===== config.mk =====
export PLATFORM = sky130hd
export DESIGN_NAME = fair_bus_arbiter
export DESIGN_NICKNAME = d
export VERILOG_FILES = /design/src/rtl/fair_bus_arbiter.sv
export SDC_FILE = /design/constraint.sdc
export NUM_CORES = 1
export LEC_CHECK = 0
export ABC_AREA = 1
export BUFFER_PORTS_ARGS = -buffer_cell sky130_fd_sc_hd__buf_2
export CAP_MARGIN = 5
export CORE_ASPECT_RATIO = 0.6
export CORE_MARGIN = 5
export CORE_UTILIZATION = 23
export DETAILED_ROUTE_END_ITERATION = 6
export GPL_TIMING_DRIVEN = 0
export PLACE_DENSITY = 0.51
export SKIP_LAST_GASP = 1
export SYNTH_ARGS = -nofsm -noshare
export SYNTH_HDL_FRONTEND = slang
export SYNTH_SLANG_ARGS = --single-unit

===== constraint.sdc =====
create_clock -name clk -period 4.9 [get_ports clk]
set_clock_uncertainty 0.15 [all_clocks]
set_input_delay 0.245 -clock clk [delete_from_list [all_inputs] [get_ports clk]]
set_output_delay 0.245 -clock clk [all_outputs]
set_load 0.05 [all_outputs]

===== src/rtl/fair_bus_arbiter.sv =====
`timescale 1ns/1ps
module fair_bus_arbiter #(
  parameter int          RSP_TO     = 2000,
  parameter int          SLV_TO     = 50000,
  parameter int          MAX_TRIES  = 3,
  parameter logic [7:0]  GRANT_BYTE = 8'h00,
  parameter logic [7:0]  WAKE_BYTE  = 8'hFF
) (
  input  logic       clk,
  input  logic       rst_n,
  input  logic       rts_n,
  input  logic       loc_req,
  input  logic       int_req,
  input  logic       wake_en,
  input  logic       rsp_vld,
  input  logic       rsp_ok,
  output logic       byte_vld,
  output logic [7:0] byte_val,
  output logic       acc_go,
  output logic       acc_int,
  output logic       done,
  output logic [1:0] result,
  output logic       busy,
  output logic       slv_bus
);
  localparam int TMAX = (RSP_TO > SLV_TO) ? RSP_TO : SLV_TO;
  localparam int TW   = $clog2(TMAX + 1);
  localparam int NW   = $clog2(MAX_TRIES + 1);
  localparam logic [TW-1:0] RSP_LIM = TW'(RSP_TO - 1);
  localparam logic [TW-1:0] SLV_LIM = TW'(SLV_TO - 1);
  localparam logic [NW-1:0] TRY_LIM = NW'(MAX_TRIES - 1);
  localparam logic [1:0] RES_OK  = 2'd0;
  localparam logic [1:0] RES_STS = 2'd1;
  localparam logic [1:0] RES_TMO = 2'd2;

  typedef enum logic [1:0] {S_IDLE, S_GO, S_WAIT, S_SLV} st_t;
  st_t st;

  logic [1:0]    rts_q;
  logic [TW-1:0] tmr;
  logic [NW-1:0] tries;
  logic          mst_last;

  wire rts_low  = ~rts_q[1];
  wire mst_pend = loc_req | int_req;
  wire pick_slv = rts_low & (mst_last | ~mst_pend);
  wire rsp_tmo  = (tmr == RSP_LIM);
  wire slv_tmo  = (tmr == SLV_LIM);
  wire fail     = rsp_vld ? ~rsp_ok : rsp_tmo;
  wire last_try = (tries == TRY_LIM);

  assign busy    = (st != S_IDLE);
  assign slv_bus = (st == S_SLV);

  always_ff @(posedge clk or negedge rst_n) begin
    if (!rst_n) rts_q <= 2'b11;
    else        rts_q <= {rts_q[0], rts_n};
  end

  always_ff @(posedge clk or negedge rst_n) begin
    if (!rst_n) begin
      st       <= S_IDLE;
      tmr      <= '0;
      tries    <= '0;
      mst_last <= 1'b0;
      acc_int  <= 1'b0;
      byte_vld <= 1'b0;
      byte_val <= 8'h00;
      acc_go   <= 1'b0;
      done     <= 1'b0;
      result   <= RES_OK;
    end else begin
      byte_vld <= 1'b0;
      acc_go   <= 1'b0;
      done     <= 1'b0;
      case (st)
        S_IDLE: begin
          if (pick_slv) begin
            byte_vld <= 1'b1;
            byte_val <= GRANT_BYTE;
            tmr      <= '0;
            st       <= S_SLV;
          end else if (mst_pend) begin
            acc_int <= int_req;
            tries   <= '0;
            st      <= S_GO;
            if (wake_en) begin
              byte_vld <= 1'b1;
              byte_val <= WAKE_BYTE;
            end
          end
        end
        S_GO: begin
          acc_go <= 1'b1;
          tmr    <= '0;
          st     <= S_WAIT;
        end
        S_WAIT: begin
          if (rsp_vld || rsp_tmo) begin
            if (!fail || last_try) begin
              done     <= 1'b1;
              result   <= !fail ? RES_OK : (rsp_vld ? RES_STS : RES_TMO);
              mst_last <= 1'b1;
              st       <= S_IDLE;
            end else begin
              tries <= tries + NW'(1);
              st    <= S_GO;
            end
          end else begin
            tmr <= tmr + TW'(1);
          end
        end
        S_SLV: begin
          if (!rts_low || slv_tmo) begin
            mst_last <= 1'b0;
            st       <= S_IDLE;
          end else begin
            tmr <= tmr + TW'(1);
          end
        end
        default: st <= S_IDLE;
      endcase
    end
  end
endmodule



* Word level (Yosys, flattened, before mapping)
Cells that the tools add are included.
Word-level totals: flip-flop bits (word level) 37, input bits 8, word-level logic and storage cells 86
Operators by class: bitwise gates (word level) 7, reductions and logical operators 17, add/subtract/negate cells 2, multiplexer cells 33, eq/ne operators 16
Operators by type and width (count):
- case mux 16 bit (4 select lines) | 1
- two-way mux 16 bit | 3
- two-way mux 8 bit | 3
- two-way mux 2 bit | 10
- adder 16 x 1 -> 16 bit (second input constant) | 1
- equality test 16 x 11 -> 1 bit (second input constant) | 1
- equality test 16 bit (second input constant) | 1
- inequality test 2 bit (second input constant) | 8
- AND reduction 3 bit | 5
- two-way mux 1 bit | 13
- nonzero test 2 bit | 5
- case mux 2 bit (4 select lines) | 1
- equality test 2 bit (second input constant) | 3
- AND reduction 5 bit | 1
- inverter 1 bit | 4
- case mux 2 bit (2 select lines) | 1
- AND reduction 4 bit | 1
- logical OR 1 bit | 3
- inequality test 3 bit (second input constant) | 1
- adder 2 x 1 -> 2 bit (second input constant) | 1
- equality test 2 x 1 -> 1 bit (second input constant) | 1
- zero test 2 bit | 1
- inequality test 2 x 1 -> 1 bit (second input constant) | 1
- OR 1 bit | 2
- other kinds (3) | 3

* Logic depth before layout (Yosys ltp)
Gate-level depths: netlist of the first run.
depth after elaboration 7, depth in mapped cells 12, mapped depth without buffers 11

* Worst setup path before layout of the first run
No wires, ideal clock.
path type register -> register, start register st[0], end register tmr[11], path slack 3.182 ns, stages on the path, launching flop included 9, period minus slack after synthesis 1.718 ns, setup time 0.115 ns, required time 4.635 ns, data arrival time 1.453 ns, path buffers 1, path through dfrtp_1 nand2_1 inv_1 nand2_2 nand2_2 nor2_4 buf_12 nand2_2 nand2_2
Between the ends: cells in the longest elaborated chain, start to end 3, elaborated cells between the ends (all ways) 9
RTL lines:
- from (decl) | RTL line 37 | st_t st;
- from (signal assigned) | RTL line 62 | st <= S_IDLE;
- from (signal assigned) | RTL line 82 | st <= S_SLV;
- from (signal assigned) | RTL line 86 | st <= S_GO;
- equality test 2 bit *
- named net slv_bus | RTL line 24 | output logic slv_bus
- inequality test 2 bit (no line)
- AND reduction 3 bit (no line)
- to (signal assigned) | RTL line 110 | tmr <= tmr + TW'(1);
- to (signal assigned) | RTL line 118 | tmr <= tmr + TW'(1);
- to (decl) | RTL line 40 | logic [TW-1:0] tmr;
Mark *: on every way through the listed nets, which the timed path passes. The rest lies on a longest branch. A chain may end at the register's enable or synchronous reset.

* Final worst setup path of the first run
start register tmr[0], end register tmr[10]
Between the ends: cells in the longest elaborated chain, start to end 4, elaborated cells between the ends (all ways) 11
RTL lines:
- branches (longest 4 deep; another with adder 16 x 1 -> 16 bit)
Several ways; the timed one is not identified. The select of a mux whose other input is x is not followed.

==> summary.txt, run 1 <==
Layout
  – Combined area of the multi-input logic cells: 968 µm²
  – Post-Route Utilization: 0.291
  – Layout area overhead: 22.2%
  – Seq. cell area: 753 µm²
  – Antenna diode count: 0
  – Number of standard cells in the layout, taps in and fillers out: 396
  – Fraction of layout cells with a size suffix above 1: 0.274
  – Net total in the final layout: 297
  – Number of fill cells: 843

STA
  – Final number of max-transition violations: 0
  – Number of setup violations in the final report: 0
  – Slew at the pin closest to its max-slew limit: 0.706 ns
  – Maximum operating frequency: 532 MHz
  – RSZ-0062 raised after global routing: false
  – Total negative slack: 0 ns
  – Worst max-slew margin expressed relative to the limit: 0.530
  – Period minus WS final: 1.88 ns
  – Crit share post-route: 0.384
  – Final number of hold-violating endpoints: 0

Global routing
  – Maximum number of pins on one net before global-route repair: 31
  – Wire length of the first global-routing pass: 7290 µm
  – Number of global-route vias before repair: 1402
  – GRT Util Overall: 0.0927
  – Initial antenna violation count: 0
  – Remaining Overflow, GRT: 0

Synth
  – Post-synth top area cell: dfrtp_1
  – Share of cell area taken by muxes after synthesis: 0
  – Mapped Cells: 255
  – Most frequently used cell type in the post-synthesis netlist: nand2_1
  – Mapped Nets: 265
  – Post-Synthesis Mean Instance Area: 7.46 µm²
  – Warning count from the yosys run: 0
  – Async S/R FF share, synth: 1.00
  – Largest family of logic cells by synthesized area: simple AND/OR/NAND/NOR gates
  – Commonest cells in the synthesized netlist: nand2_1, nor2_1, dfrtp_1, nand2_2, inv_1
  – Cell area after technology mapping: 1900 µm²
  – Synth unique cells: 30
  – Flip-flop cell with the highest count after synthesis: dfrtp_1
  – Synth Area in Adders: 0.0131
  – Simple-Gate Fraction of Synth Area: 0.421
  – Dominant cells by area after synthesis: dfrtp_1, nand2_1, nor2_1
  – Sequential cell area fraction in the yosys report: 0.396
  – Share of the synthesized area in the top cell type: 0.368
  – Post-synth EDFFs: 0
  – Synthesized-area fraction occupied by ao, oa, aoi and oai cells: 0.0191
  – Count of state elements after synthesis: 30
  – Parity-gate share of the synthesized area counting xor and xnor cells: 0.0552

Detailed routing
  – DR WL/cell: 10.8 µm
  – Residual antenna-violating net count after detailed routing: 0
  – Count of TritonRoute iterations in the first routing pass: 4
  – Via count of the routed design: 1565
  – DR vias/cell: 3.95
  – DRC viols: 0
  – Post-detailed-routing wire length: 4290 µm
  – Number of design-rule violations left by the first detailed-router iteration: 128

Placed design
  – Placed wire-length estimate: 3340 µm
  – Number of placed cells counting well taps: 386
  – Final GP Congestion: 0.892
  – # port buffers: 23

Floorplan
  – Core area: 7980 µm²
  – Die boundary width: 127 µm
  – Starting density of the core: 0.239
  – Area of the die: 10300 µm²
  – Vertical die dimension: 80.5 µm
  – Number of top-level design ports: 24
  – Site Rows: 25

Critical path
  – Gate family responsible for the most delay along the worst path: simple AND/OR/NAND/NOR gates
  – Crit path required time: 4.92 ns
  – Logic depth of the worst path, buffers included: 10
  – Critical path arrival: 1.90 ns
  – Worst path slowest cell: dfrtp_1
  – WP buf/inv: 1
  – Delay of the slowest cell on the worst path: 0.42 ns
  – Cell depth of the worst flop-to-flop path: 10
  – Most frequent cell on the critical path: nand2_1
  – Critical Path, Cell by Cell: ha_1 -> nand3_2 -> nor2_1 -> nand2_1 -> nand2_1 -> nand2_2 -> nand3_4 -> buf_8 -> nand2_1 -> nand2_1
  – Critical path capture point type: register
  – Sort of element at the start of the critical path: register
  – Worst flop-to-flop path startpoint: tmr[0]
  – Critical Setup Path Class: reg -> reg
  – Source of the critical timing path: tmr[0]
  – Crit path max fanout: 10

Clock tree
  – Cts bufs inserted: 5
  – H-tree lvl count: 2
  – Worst-skew pair later-pin latency: 0.28 ns
  – Clock Sinks: 30
  – CTS tree: built
  – Cells resized by post-CTS repair: 0
  – Clock root buffer master: clkbuf_16
  – Max Buffers Root-to-Sink: 2
  – Post-CTS clock slew at the launch and capture registers of the worst setup and hold paths: 0.05 ns

Power
  – Ratio of total power to cell area: 557 nW/µm²
  – IR drop worst, VDD: 175 µV
  – Leakage power summed over all cells: 1.14 nW

Job
  – Maxcap violations: 0

Hold path
  – Launch point of the worst hold path: int_req
  – Worst hold-check path type: in -> reg
  – Instance count along the most critical hold path: 3

Run status
  – Result of the run: completed
[cells by family after synthesis]
kind of cell / count (synthesis)
and+or+nand+nor: 171
buffers and inverters: 34
DFF: 30
xor gates and xnor gates: 12
AOI/OAI and AO/OA: 6
adders and majority gates: 2
[registers in the layout, indices dropped and copies added (netlist names)]
| name | count |
|---|---|
| mst_last | 1 |
| acc_go | 1 |
| tmr | 16 |
| done | 1 |
| acc_int | 1 |
| tries | 2 |
| rts_q | 2 |
| byte_val | 1 |
| st | 2 |
| byte_vld | 1 |
| result | 2 |
[what timing repair did]
action | CTS | global route
hold buffers | 2 | 0
setup buffers | 0 | 0
hold endpoints to repair | 29 | 0
[placed cells by master, fill, tap and decap left out, types with 5 or more instances in the layout]
cell	instances
buf_4	7
nand2_2	22
nor2_1	42
xor2_1	9
inv_1	20
nand3_1	13
nand2_1	78
buf_2	23
clkbuf_16	5
dfrtp_1	28
[through the flow]
step	power (mW)	area [µm²]	hold slack, ns	worst slack, ns
3_3_place_gp	0.992	2150	0.190	3.03
6_report	1.30	2320	0.0233	3.02
4_1_cts	1.31	2320	0.0183	3.01
2_1_floorplan	0.856	1900	-0.201	3.18
3_5_place_dp	0.993	2150	0.190	3.03
5_1_grt	1.38	2320	0.0674	2.83
[power by group]
group / internal (mW) / switching (mW)
clock network: 0.200 / 0.108
logic: 0.191 / 0.454
registers: 0.298 / 0.0445
total: 0.689 / 0.606
[tightest hold or removal path, stage by stage]
cell and delay, ns:
buf_2 0.08, nand2_1 0.04, nand2_1 0.05
[layout make-up]
cell class | count | area share
Multi-Input combinational cell | 191 | 0.417
Sequential cell | 30 | 0.324
Clock buffer | 6 | 0.0597
Timing Repair Buffer | 25 | 0.0581
Tap cell | 108 | 0.0581
Buffer | 10 | 0.0393
Inverter | 24 | 0.0388
Clock inverter | 2 | 0.00538
[per-layer routing]
| metal | share of wire | routed length [µm] | global-route usage |
|---|---|---|---|
| met4 | 0.0058 | 25 | 0.0203 |
| met2 | 0.33 | 1410 | 0.107 |
| met3 | 0.086 | 368 | 0.0392 |
| met1 | 0.58 | 2480 | 0.149 |
| met5 | 0 | 0 | 0 |
[path summary, 6_finish.rpt]
path	end	slack, ns
worst max-delay path	tmr[10]	3.02
worst min-delay path	acc_int	0.02
min in group asynchronous	tmr[4]	0.40
worst max register to register	tmr[10]	3.02
worst min register to register	rts_q[1]	0.21
max in group asynchronous	acc_go	3.75
Power figures use the tool's default switching activity.
==> run 2: changes to the inputs <==
- clock period: 4.9 -> 1.8 ns (I/O delays scaled with it)
==> run 2 against run 1 <==
The run now ends with negative setup slack left. Via count rose by 3.8%. First-iteration DRC count is 20% lower. Register-to-register slack worse by 3.0 ns. Clock power grew to 2.7 times the previous value. Largest cell class unchanged.
==> summary.txt, run 2 (synthesis gave the netlist of run 1 again) <==
Critical path
  – Critical path capture point type: register (unchanged)
  – WP buf/inv: 1 (unchanged)
  – Crit path max fanout: 6 (was 10)
  – Sort of element at the start of the critical path: register (unchanged)
  – Endpoint of the worst-slack reg-to-reg timing path: tmr[9] (was tmr[10])
  – Critical Setup Path Class: reg -> reg (unchanged)
  – Critical Path, Cell by Cell: ha_4 -> nand3_4 -> nor2_2 -> nand2_2 -> nand2_2 -> nand2_4 -> nand2_4 -> nor2_4 -> clkbuf_16 -> nand2_2 -> nand2_2 (was ha_1 -> nand3_2 -> nor2_1 -> nand2_1 -> nand2_1 -> nand2_2 -> nand3_4 -> buf_8 -> nand2_1 -> nand2_1)
  – Reg2reg setup slack: -0.002 ns (was 3.02 ns)
  – Gate family responsible for the most delay along the worst path: simple AND/OR/NAND/NOR gates (unchanged)
  – Critical path arrival: 1.87 ns (was 1.90 ns)
  – Worst flop-to-flop path startpoint: tmr[1] (was tmr[0])
  – Delay of the slowest cell on the worst path: 0.44 ns (was 0.42 ns)
  – Crit path required time: 1.87 ns (was 4.92 ns)
  – Cell depth of the worst flop-to-flop path: 11 (was 10)
  – Most frequent cell on the critical path: nand2_2 (was nand2_1)
  – Worst path slowest cell: dfrtp_2 (was dfrtp_1)
  – Source of the critical timing path: tmr[1] (was tmr[0])

Power
  – Sw Share: 0.463 (was 0.468)
  – Net switching power of the design: 1.72 mW (was 606 µW)
  – Sequential power share: 0.253 (was 0.265)
  – Combinational power share: 0.519 (was 0.498)
  – Leakage power summed over all cells: 1.20 nW (was 1.14 nW)
  – IR drop worst, VDD: 470 µV (was 175 µV)
  – Ratio of total power to cell area: 1480 nW/µm² (was 557 nW/µm²)
  – Int Pwr: 1.99 mW (was 689 µW)
  – Relative contribution of the clock network to total power: 0.228 (was 0.238)

Floorplan
  – Die boundary width: 127 µm (unchanged)
  – Area of the die: 10300 µm² (unchanged)
  – Vertical die dimension: 80.5 µm (unchanged)
  – Starting density of the core: 0.239 (unchanged)
  – Site Rows: 25 (unchanged)
  – Core area: 7980 µm² (unchanged)
  – Number of top-level design ports: 24 (unchanged)

Clock tree
  – Worst-skew pair later-pin latency: 0.28 ns (about the same)
  – Clock root buffer master: clkbuf_16 (unchanged)
  – CTS tree: built (unchanged)
  – H-tree lvl count: 2 (unchanged)
  – Cts bufs inserted: 5 (unchanged)
  – Max Buffers Root-to-Sink: 2 (unchanged)
  – Post-CTS clock slew at the launch and capture registers of the worst setup and hold paths: 0.05 ns (about the same)
  – Clock Sinks: 30 (unchanged)

Layout
  – Most common library cell in the layout ignoring fill and taps: nand2_1 (unchanged)
  – Post-Route Utilization: 0.313 (was 0.291)
  – Highest-count cells in the layout ignoring fill and taps: nand2_1, nor2_1, nand2_2, buf_2, dfrtp_1 (was nand2_1, nor2_1, dfrtp_1, buf_2, nand2_2)
  – Number of fill cells: 828 (was 843)
  – Max reg flops: 16 (unchanged)
  – Layout area overhead: 31.4% (was 22.2%)
  – Register with the most flip-flops: tmr (unchanged)
  – Antenna diode count: 0 (unchanged)
  – Fraction of layout cells with a size suffix above 1: 0.344 (was 0.274)
  – Net total in the final layout: 308 (was 297)
  – Layout Cell Area excl Fill: 2500 µm² (was 2320 µm²)

Global routing
  – Initial antenna violation count: 0 (unchanged)
  – Number of global-route vias before repair: 1434 (was 1402)
  – Remaining Overflow, GRT: 0 (unchanged)
  – Maximum number of pins on one net before global-route repair: 31 (unchanged)
  – GRT Util Overall: 0.0940 (was 0.0927)
  – Wire length of the first global-routing pass: 7400 µm (was 7290 µm)

STA
  – Period minus WS final: 1.80 ns (was 1.88 ns)
  – Total negative slack: -0.00211 ns (was 0 ns)
  – Worst max-slew margin expressed relative to the limit: 0.532 (was 0.530)
  – Maximum operating frequency: 555 MHz (was 532 MHz)
  – Number of setup violations in the final report: 1 (was 0)
  – RSZ-0062 raised after global routing: true (was false)
  – Final number of hold-violating endpoints: 0 (unchanged)
  – Final number of max-transition violations: 0 (unchanged)
  – Final setup slack of the worst path: -0.00211 ns (was 3.02 ns)
  – Crit share post-route: 1.00 (was 0.384)
  – Slew at the pin closest to its max-slew limit: 0.702 ns (was 0.706 ns)

Placed design
  – Final GP Congestion: 0.892 (unchanged)
  – Placed wire-length estimate: 3340 µm (unchanged)
  – # port buffers: 23 (unchanged)
  – Pre-CTS setup slack: -0.0745 ns (was 3.03 ns)
  – Post-place instance area: 2150 µm² (unchanged)

Job
  – Maxcap violations: 0 (unchanged)

Hold path
  – Instance count along the most critical hold path: 4 (was 3)
  – Endpoint of the worst hold-timing path: result[1] (was acc_int)
  – Worst hold-check path type: in -> reg (unchanged)
  – Launch point of the worst hold path: rsp_vld (was int_req)

Detailed routing
  – Via count of the routed design: 1625 (was 1565)
  – Post-detailed-routing wire length: 4520 µm (was 4290 µm)
  – Count of TritonRoute iterations in the first routing pass: 4 (unchanged)
  – Residual antenna-violating net count after detailed routing: 0 (unchanged)
  – DRC viols: 0 (unchanged)
  – DR vias/cell: 3.99 (was 3.95)
  – Number of design-rule violations left by the first detailed-router iteration: 103 (was 128)
  – DR WL/cell: 11.1 µm (was 10.8 µm)

Run status
  – Result of the run: finished, violations left (was completed)
  – Violated checks: negative setup slack
## run 2: stage by stage
stage          power [mW]  hold slack (ns)  cells
2_1_floorplan        2.33           -0.356    255
3_5_place_dp         2.70           0.0354    386
3_3_place_gp         2.70           0.0348    386
5_1_grt              3.94            0.132    407
6_report             3.70           0.0771    407
4_1_cts              3.61           0.0875    400
## run 2: how the worst max path moves through the flow
stage                     slack (ns)  depth (start not counted)      end
after floorplan                 0.08                          8  tmr[11]
after global placement         -0.07                         11   tmr[9]
after detailed placement       -0.07                         10  tmr[10]
after CTS                      0.004                         10   tmr[1]
after global routing           -0.05                         11   tmr[7]
final                         -0.002                         11   tmr[9]
## run 2: final cells by class
class                           count  area [µm²]  share of cell area
Timing Repair Buffer               36         243              0.0971
Clock inverter                      2        12.5             0.00501
Buffer                             10        91.3              0.0365
Inverter                           24        90.1              0.0360
Sequential cell                    30         761               0.304
Tap cell                          108         135              0.0541
Multi-Input combinational cell    191        1030               0.411
Clock buffer                        6         139              0.0556
## run 2: timing repair
item,CTS,global route
hold buffers,5,0
hold endpoints to repair,32,0
gates resized for setup,2,19
cloned,0,1
buffers inserted,1,6
setup endpoints to repair,14,22
pin swaps,0,5
## run 2: worst reg2reg max path, stage by stage, from the launching register on
cell and delay (ns):
dfrtp_2 0.44, ha_4 0.18, nand3_4 0.11, nor2_2 0.06, nand2_2 0.07, nand2_2 0.06
nand2_4 0.11, nand2_4 0.06, nor2_4 0.21, clkbuf_16 0.20, nand2_2 0.05, nand2_2 0.05
## run 2: power groups by stage
| stage | Combinational, mW | Sequential [mW] | Clock (mW) |
|---|---|---|---|
| 2_1_floorplan | 1.20 | 1.13 | 0 |
| 3_3_place_gp | 1.76 | 0.942 | 0 |
| 3_5_place_dp | 1.76 | 0.944 | 0 |
| 4_1_cts | 1.81 | 0.935 | 0.873 |
| 5_1_grt | 2.06 | 0.964 | 0.909 |
| 6_report | 1.92 | 0.938 | 0.843 |
## run 2: layer usage
metal	global-route usage	wire (µm)	up-vias
met5	0	0	-
met2	0.110	1500	48
met4	0.0203	34	0
met3	0.0392	480	5
met1	0.150	2510	719
li1	-	-	853
